### src/rtl/sref_pkg.sv
package sref_pkg;
  typedef enum logic [2:0] {
    ST_IDLE  = 3'd0,
    ST_DRAIN = 3'd1,
    ST_PRE   = 3'd2,
    ST_TRP   = 3'd3,
    ST_CMD   = 3'd4,
    ST_SR    = 3'd5,
    ST_XSR   = 3'd6,
    ST_DLL   = 3'd7
  } sref_state_e;
endpackage

### src/rtl/sref_ctrl_reg.sv
module sref_ctrl_reg (
  input  logic clk,
  input  logic rst_n,
  input  logic wr_en,
  input  logic wr_data,
  input  logic req_pin,
  output logic bit_q
);
  always_ff @(posedge clk or negedge rst_n) begin
    if (!rst_n)       bit_q <= 1'b0;
    else if (req_pin) bit_q <= 1'b1;
    else if (wr_en)   bit_q <= wr_data;
  end
endmodule

### src/rtl/sref_timer.sv
module sref_timer #(
  parameter int CNT_W = 8
) (
  input  logic             clk,
  input  logic             rst_n,
  input  logic             load,
  input  logic [CNT_W-1:0] load_val,
  input  logic             dec,
  output logic             expired
);
  logic [CNT_W-1:0] cnt_q;

  always_ff @(posedge clk or negedge rst_n) begin
    if (!rst_n)                         cnt_q <= '0;
    else if (load)                      cnt_q <= load_val;
    else if (dec && cnt_q != '0)        cnt_q <= cnt_q - 1'b1;
  end

  assign expired = (cnt_q <= CNT_W'(1));
endmodule

### src/rtl/sref_fsm.sv
module sref_fsm
  import sref_pkg::*;
#(
  parameter int NUM_BANKS = 8,
  parameter int CNT_W     = 8
) (
  input  logic                 clk,
  input  logic                 rst_n,
  input  logic                 sref_bit,
  input  logic                 burst_idle,
  input  logic [NUM_BANKS-1:0] banks_open,
  input  logic [CNT_W-1:0]     trp_cycles,
  input  logic [CNT_W-1:0]     txsr_cycles,
  input  logic [CNT_W-1:0]     dll_cycles,
  input  logic                 tmr_expired,
  output logic                 tmr_load,
  output logic [CNT_W-1:0]     tmr_val,
  output logic                 tmr_dec,
  output sref_state_e          state_q
);
  sref_state_e state_d;

  always_comb begin
    state_d  = state_q;
    tmr_load = 1'b0;
    tmr_val  = '0;
    tmr_dec  = 1'b0;
    unique case (state_q)
      ST_IDLE:  if (sref_bit) state_d = ST_DRAIN;
      ST_DRAIN: if (burst_idle) state_d = (|banks_open) ? ST_PRE : ST_CMD;
      ST_PRE: begin
        tmr_load = 1'b1;
        tmr_val  = trp_cycles;
        state_d  = ST_TRP;
      end
      ST_TRP: begin
        tmr_dec = 1'b1;
        if (tmr_expired) state_d = ST_CMD;
      end
      ST_CMD:   state_d = ST_SR;
      ST_SR: begin
        if (!sref_bit) begin
          tmr_load = 1'b1;
          tmr_val  = txsr_cycles;
          state_d  = ST_XSR;
        end
      end
      ST_XSR: begin
        tmr_dec = 1'b1;
        if (tmr_expired) begin
          tmr_load = 1'b1;
          tmr_val  = dll_cycles;
          state_d  = ST_DLL;
        end
      end
      ST_DLL: begin
        tmr_dec = 1'b1;
        if (tmr_expired) state_d = ST_IDLE;
      end
      default:  state_d = ST_IDLE;
    endcase
  end

  always_ff @(posedge clk or negedge rst_n) begin
    if (!rst_n) state_q <= ST_IDLE;
    else        state_q <= state_d;
  end
endmodule

### src/rtl/sref_seq.sv
module sref_seq
  import sref_pkg::*;
#(
  parameter int NUM_BANKS = 8,
  parameter int CNT_W     = 8
) (
  input  logic                 clk,
  input  logic                 rst_n,
  input  logic                 cfg_wr_en,
  input  logic                 cfg_wr_data,
  input  logic                 sref_req_pin,
  input  logic                 burst_idle,
  input  logic [NUM_BANKS-1:0] banks_open,
  input  logic [CNT_W-1:0]     trp_cycles,
  input  logic [CNT_W-1:0]     txsr_cycles,
  input  logic [CNT_W-1:0]     dll_cycles,
  output logic                 cmd_pre_all,
  output logic                 cmd_sref,
  output logic                 cke,
  output logic                 in_sref,
  output logic                 sched_hold
);
  logic             sref_bit;
  logic             tmr_load, tmr_dec, tmr_expired;
  logic [CNT_W-1:0] tmr_val;
  sref_state_e      state_q;

  sref_ctrl_reg u_bit (
    .clk(clk), .rst_n(rst_n), .wr_en(cfg_wr_en), .wr_data(cfg_wr_data),
    .req_pin(sref_req_pin), .bit_q(sref_bit)
  );

  sref_timer #(.CNT_W(CNT_W)) u_tmr (
    .clk(clk), .rst_n(rst_n), .load(tmr_load), .load_val(tmr_val),
    .dec(tmr_dec), .expired(tmr_expired)
  );

  sref_fsm #(.NUM_BANKS(NUM_BANKS), .CNT_W(CNT_W)) u_fsm (
    .clk(clk), .rst_n(rst_n), .sref_bit(sref_bit), .burst_idle(burst_idle),
    .banks_open(banks_open), .trp_cycles(trp_cycles),
    .txsr_cycles(txsr_cycles), .dll_cycles(dll_cycles),
    .tmr_expired(tmr_expired), .tmr_load(tmr_load), .tmr_val(tmr_val),
    .tmr_dec(tmr_dec), .state_q(state_q)
  );

  assign cmd_pre_all = (state_q == ST_PRE);
  assign cmd_sref    = (state_q == ST_CMD);
  assign in_sref     = (state_q == ST_SR);
  assign cke         = (state_q != ST_SR);
  assign sched_hold  = sref_bit || (state_q != ST_IDLE);
endmodule

### config.mk
export PLATFORM = sky130hd
export DESIGN_NAME = sref_seq
export DESIGN_NICKNAME = d
export VERILOG_FILES = /design/src/rtl/sref_pkg.sv /design/src/rtl/sref_ctrl_reg.sv /design/src/rtl/sref_timer.sv /design/src/rtl/sref_fsm.sv /design/src/rtl/sref_seq.sv
export SDC_FILE = /design/constraint.sdc
export NUM_CORES = 1
export LEC_CHECK = 0
export BUFFER_PORTS_ARGS = -buffer_cell sky130_fd_sc_hd__clkbuf_2
export CAP_MARGIN = 20
export CORE_UTILIZATION = 50
export CTS_BUF_LIST = sky130_fd_sc_hd__clkbuf_8
export CTS_CLUSTER_DIAMETER = 40
export DETAILED_ROUTE_END_ITERATION = 12
export GPL_TIMING_DRIVEN = 0
export PLACE_DENSITY = 0.83
export SLEW_MARGIN = 20
export SYNTH_ARGS = -nofsm -noshare
export SYNTH_HDL_FRONTEND = slang
export SYNTH_HIERARCHICAL = 1
export SYNTH_SLANG_ARGS = --single-unit
export TNS_END_PERCENT = 10
### constraint.sdc
create_clock -name clk -period 4.5 [get_ports clk]
set_input_delay 0 -clock clk [delete_from_list [all_inputs] [get_ports clk]]
set_output_delay 0 -clock clk [all_outputs]
set_load 0.05 [all_outputs]
==> flow_summary.ini, run 1 <==
[synth]
synth_area_leaders = dfrtp_1 29%, a222oi_1 8.7%, inv_1 4.7%
yosys.area_share.simple_pct = 29.16
synth_adder_area_share_pct = 3.645
async_reset_ff_share_pct = 100.0
synth_common_cells = 13 x inv_1, 12 x dfrtp_1, 9 x a222oi_1, 8 x nor2_1, 6 x or4_1
synth-compound-area-share_pct = 27.10
synth_top_area_share_pct = 29.16
yosysTopAreaCell = dfrtp_1
syn_inst = 118
yosys_warnings = 6
netlist_area_sq_um = 1030
synth-seq-cells = 12
synth-xor-area-share_pct = 1.701
synth_top_family_by_area = simple AND/OR/NAND/NOR gates
synth_fp_nets = 159
syn_avg_cell_area_sq_um = 8.727
synth_cell_types = 48
ys_seq_area_share_pct = 29.16
muxShareOfSynthArea_pct = 0.9721
ys.flop_type = dfrtp_1
synth_edf_count = 0
yosysMostFrequentCell = inv_1

[power]
switching_share_pct = 46.73
powerDensity_nw_per_um2 = 628.8
leakagePower_nw = 0.6932
p_switching_mw = 0.3993
internal_power_mw = 0.4552
p_clk_share_pct = 13.9
seqPwrFrac_pct = 26.9
p_comb_share_pct = 59.3
worst_ir_drop_vdd_uv = 539.7

[sta]
finalCritPeriodShare_pct = 80.25
fin_crit_ns = 3.611
tightest_slew_ns = 0.7768
finalHoldViolations = 0
rsz0062_at_grt = no
setup_viol = 0
clock_skew_ns = 0.003237
slew_headroom_pct = 47.74
worst_slack_ns = 0.8885
timing.fmax_mhz = 276.9
slew_violations = 0
tns_ns = 0

[worst_setup_path]
cp_top_family = simple AND/OR/NAND/NOR gates
crit_path_end_kind = register
reg2reg_from = u_tmr/cnt_q[3]
critical_path_arrival_ns = 3.71
crit_chain = or4_1, buf_2, nor4_1, and4b_2, clkbuf_1, or3_1, clkbuf_1, nor3_1, o211ai_1, o311ai_1
rr_endpoint = u_tmr/cnt_q[4]
critPathLaunchType = register
slowest_delay_ns = 0.66
worstSetupPathType = register to register
crit_slowest_cell = nor4_1
cp.required_ns = 4.60
crit_top_cell = clkbuf_1
cp.buffers_inverters = 3
cp.depth = 10
rrSetupSlack_ns = 0.89
crit_fanout = 10
r2r_cells = 10

[drt]
wl_per_cell_um = 14.15
vias_per_cell = 5.856
routed_wl_um = 2746
drcViolationCount = 0
top_layer_used = met4
wl_met2_um = 1405
met3_wirelength_um = 127
firstDrtPassIters = 6
drt-met1-wl_um = 1173
drt_iter0_drc = 43
num_vias = 1136
antenna_left = 0

[floorplanning]
die_h_um = 47.38
die_area_sq_um = 2245
die_w_um = 47.38
io_pins = 43
rows = 16
start_util_pct = 53.03
coreArea_sq_um = 1942

[layout]
nets = 209
drive_above_1_share_pct = 34.13
areaGrowthSynthToFinish_pct = 31.96
antenna_cells = 0
postLayoutCellArea_sq_um = 1359

[placement]
place_area_sq_um = 1274
portBuffers = 42
hpwl_um = 2069
gp_congestion = 0.8296
pre_cts_ws_ns = 1.039

[global_routing]
grt_pass1_vias = 981
antenna_found_initial = 0
track_usage_pct = 27.73
grt_max_degree = 14
grt_pass1_wl_um = 4347
grt_overflow = 0

[flow_run]
cap_violations = 0

[clock_network]
post_cts_buffers = 0
clockBufferDepth = 2
cts.sinks = 12
clk_latency_ns = 0.24
htree_levels = 1
cts_root_buf = clkbuf_8
cts_tree = done
clk_pin_slew_ns = 0.06
cts_buffers = 3

[run_status]
status = finished, final reports clean

[worst_hold_path]
min_path_type = input pin to register
holdPathStages = 3
hold_path_end = u_fsm/state_q[2]
hp-start = burst_idle
[layer usage]
metal / GRT usage (%) / up-vias
met5: 0 / -
met4: 5.143 / 0
met3: 6.923 / 6
met2: 50.14 / 33
met1: 33.10 / 535
li1: - / 562
[worst reg2reg max path, stage by stage (launching register included)]
cell      delay, ns
dfrtp_1        0.44
or4_1          0.53
buf_2          0.19
nor4_1         0.66
and4b_2        0.37
clkbuf_1       0.32
or3_1          0.26
clkbuf_1       0.38
nor3_1         0.08
o211ai_1       0.10
o311ai_1       0.13
[sequential cells by signal (all words and copies together) (netlist names)]
name / flops
u_bit/bit_q: 1
u_fsm/state_q: 3
u_tmr/cnt_q: 8
[layout by cell type (no fill, tap or decap), drive strengths merged, types with 2 or more instances in the layout]
cell	count
a211o	2
a21oi	4
a222oi	9
a2bb2oi	2
a31oi	4
and2	3
and3b	3
buf	3
clkbuf	50
dfrtp	12
dlygate4sd3	3
ha	3
inv	13
nand2	2
nand2b	3
nor2	9
nor2b	4
nor3	2
nor3b	3
o211ai	2
o21ai	2
o311ai	3
o31ai	2
or4	6
[cell families after synthesis]
logic type	after synthesis
compound gates	35
xor+xnor	2
fa+ha+maj	3
buf+inv	20
flops	12
mux	1
simple gates	45
[how the worst max path moves through the flow]
stage | end | from
5_1_grt | u_tmr/cnt_q[4] | u_tmr/cnt_q[3]
2_1_floorplan | u_tmr/cnt_q[1] | u_tmr/cnt_q[3]
3_5_place_dp | u_tmr/cnt_q[4] | u_tmr/cnt_q[3]
6_report | u_tmr/cnt_q[4] | u_tmr/cnt_q[3]
3_3_place_gp | u_tmr/cnt_q[1] | u_tmr/cnt_q[3]
4_1_cts | u_tmr/cnt_q[4] | u_tmr/cnt_q[3]
[final cells by class]
class | instances | area (sq um)
plain buffers | 7 | 36.28
clock buffers | 4 | 55.05
well taps | 27 | 33.78
fillers | 171 | 583.1
flip-flops and latches | 12 | 300.3
inverters | 13 | 48.80
repair buffers | 45 | 240.2
multi-input cells | 86 | 644.4
[power by group through the flow]
stage / clock network (mW) / logic, mW / registers (mW)
floorplan: 0 / 0.400 / 0.211
global placement: 0 / 0.476 / 0.223
detailed placement: 0 / 0.496 / 0.229
CTS: 0.121 / 0.503 / 0.227
global route: 0.126 / 0.565 / 0.238
finish: 0.118 / 0.506 / 0.230
[through the flow]
step	power [mW]	instances	hold WS (ns)	util, %
finish	0.8544	194	0.09220	69.97
global route	0.9284	194	0.1055	69.97
CTS	0.8509	194	0.09762	69.97
detailed placement	0.7251	187	-0.09263	65.59
global placement	0.6994	187	-0.09498	65.59
floorplan	0.6107	118	-0.2956	-
[what timing repair did]
| item | 4_1_cts | 5_1_grt |
|---|---|---|
| hold endpoints to repair | 13 | 0 |
| resized for setup | 0 | 0 |
| hold buffers | 3 | 0 |
Power figures use the tool's default switching activity.
==> inputs of run 2 (changes only) <==
ABC_AREA = 1   (was unset)
PLACE_DENSITY = 0.8   (was 0.83)
clock period = 3.7 ns   (was 4.5 ns; I/O delays follow)
==> run 2 against run 1 <==
Effect of this change:
- clock-buffer cell count unchanged
- largest power group unchanged
- non-clock buffer count decreased by 4
- power grew 55%
- worst setup slack better by 0.21 ns
- flip-flop and latch count stayed put
- synthesized cell count up 64%
- combinational power rose by 79%
- cell area grew 14%
==> flow_summary.ini, run 2 <==
[drt]
firstDrtPassIters = 4
num_vias = 1304
routed_wl_um = 2729
vias_per_cell = 4.830
antenna_left = 0
drcViolationCount = 0
wl_per_cell_um = 10.11
drt_iter0_drc = 19

[sta]
timing.fmax_mhz = 384.0
tns_ns = 0
slew_headroom_pct = 73.54
finalCritPeriodShare_pct = 70.39
finalHoldViolations = 0
fin_crit_ns = 2.604
slew_violations = 0
setup_viol = 0
tightest_slew_ns = 0.3927
rsz0062_at_grt = no
clock_skew_ns = 0.0007307

[power]
seqPwrFrac_pct = 20.5
leakagePower_nw = 0.8618
powerDensity_nw_per_um2 = 853.1
worst_ir_drop_vdd_uv = 547.6
switching_share_pct = 53.23
internal_power_mw = 0.6175
p_switching_mw = 0.7029
p_clk_share_pct = 10.9
p_comb_share_pct = 68.6

[clock_network]
cts_tree = done
cts_buffers = 3
ctsResizeCount = 0
cts_root_buf = clkbuf_8
clk_pin_slew_ns = 0.06
clk_latency_ns = 0.24
cts.sinks = 12
htree_levels = 1
clockBufferDepth = 2

[floorplanning]
die_area_sq_um = 2636
coreArea_sq_um = 2255
die_h_um = 51.35
die_w_um = 51.35
start_util_pct = 54.00
io_pins = 43
rows = 17

[placement]
gp_congestion = 0.8682
portBuffers = 42
hpwl_um = 2080

[global_routing]
grt_pass1_wl_um = 5057
grt_overflow = 0
antenna_found_initial = 0
track_usage_pct = 24.91
grt_pass1_vias = 1243
grt_max_degree = 13

[synth]
yosys.area_share.simple_pct = 55.40
yosysTopAreaCell = dfrtp_1
async_reset_ff_share_pct = 100.0
syn_avg_cell_area_sq_um = 6.308
synth_adder_area_share_pct = 3.083
synth_top_family_by_area = simple AND/OR/NAND/NOR gates
synth_edf_count = 0
ys_seq_area_share_pct = 24.67
synth_common_cells = 72 x nand2_1, 27 x nand3_1, 21 x nor2_1, 18 x inv_1, 12 x dfrtp_1
synth_cell_types = 25
yosysMostFrequentCell = nand2_1
synth-seq-cells = 12
synth-compound-area-share_pct = 5.653
synth-xor-area-share_pct = 1.439
ys.flop_type = dfrtp_1
netlist_area_sq_um = 1217
synth_area_leaders = dfrtp_1 25%, nand2_1 22%, nand3_1 11%
synth_fp_nets = 234
yosys_warnings = 6
synth_top_area_share_pct = 24.67
syn_inst = 193
muxShareOfSynthArea_pct = 0

[layout]
drive_above_1_share_pct = 30.17
final_cell_mix = 72 x nand2_1, 42 x clkbuf_2, 27 x nand3_1, 21 x nor2_1, 18 x inv_1
fin_util_pct = 68.65
top_regs = u_tmr/cnt_q: 8 flops, u_fsm/state_q: 3 flops, u_bit/bit_q: 1 flops
largest_reg_flops = 8
nets = 284
top_register = u_tmr/cnt_q
antenna_cells = 0
final_common_cell = nand2_1
areaGrowthSynthToFinish_pct = 27.13

[worst_setup_path]
rrSetupSlack_ns = 1.10
worstSetupPathType = register to register
critical_path_arrival_ns = 2.74
cp.required_ns = 3.83
crit_fanout = 10
critPathLaunchType = register
crit_path_end_kind = register

[worst_hold_path]
min_path_type = input pin to register

[flow_run]
cap_violations = 0

[run_status]
status = finished, final reports clean
==> run 2: changes by cell type after synthesis, sizes merged, moves of 4 or more <==
cell / delta
a21oi: -4
nor2: +15
a31oi: -4
inv: +10
nand3: +28
o21ai: +8
nor2b: -4
or4: -6
nand2: +76
a222oi: -9
==> run 2: final cells by class <==
type	instances	area, sq um
timing repair buffer	45	240.2
sequential	12	300.3
inverter	23	86.33
multi-input combinational	155	798.3
clock buffer	4	55.05
fill	214	706.9
buffer	3	32.53
tap	28	35.03
==> run 2: logic make-up after synthesis <==
group	count (synthesis)
XOR/XNOR	2
AND/OR/NAND/NOR	139
AO/OA/AOI/OAI	11
buffers and inverters	26
adder cells (fa/ha/maj)	3
flip-flops	12
==> run 2: per-layer routing <==
layer / GRT usage (%) / vias up / routed length [um]
met4: 9.459 / 0 / 38
met2: 44.30 / 46 / 1281
li1: - / 708 / -
met5: 0 / - / 0
met3: 2.381 / 4 / 140
met1: 30.77 / 546 / 1268
==> run 2: per-stage QoR <==
step	hold WS, ns	power (mW)	cells	setup slack (ns)	cell area [sq um]
final	0.1230	1.320	270	1.096	1548
after global routing	0.1612	1.467	270	0.8471	1548
after CTS	0.1243	1.318	270	1.112	1548
after detailed placement	-0.09414	1.158	263	1.139	1463
after global placement	-0.09445	1.148	263	1.135	1463
after floorplan	-0.2956	0.9993	193	1.437	1217
==> run 2: critical path: stages (launching register included) <==
cell     delay [ns]
dfrtp_1        0.41
inv_1          0.17
ha_1           0.27
o21ai_0        0.11
nor2_1         0.15
inv_1          0.09
nor3_4         0.32
nor2_1         0.08
o21ai_0        0.17
inv_1          0.13
buf_6          0.17
or2_2          0.28
nand3_1        0.08
nand2_1        0.05
==> run 2: final timing paths <==
kind	to	start	cells after the start
max in group asynchronous	u_tmr/cnt_q[4]	rst_n	2
hold / removal	u_tmr/cnt_q[7]	txsr_cycles[7]	5
hold reg to reg	u_tmr/cnt_q[5]	u_tmr/cnt_q[5]	2
min in group asynchronous	u_bit/bit_q	rst_n	2
setup / recovery	u_tmr/cnt_q[4]	u_tmr/cnt_q[0]	13
setup reg to reg	u_tmr/cnt_q[4]	u_tmr/cnt_q[0]	13
==> run 2: what timing repair did <==
action	4_1_cts	5_1_grt
setup endpoints to repair	0	0
buffers inserted	0	0
hold buffers	3	0
endpoints found under the hold margin	13	0
==> run 2: power by group through the flow <==
stage               clock network, mW  logic (mW)  registers, mW
global placement                    0       0.877          0.270
finish                          0.144       0.905          0.271
floorplan                           0       0.746          0.253
global route                    0.155        1.03          0.281
detailed placement                  0       0.888          0.270
CTS                             0.146       0.902          0.269
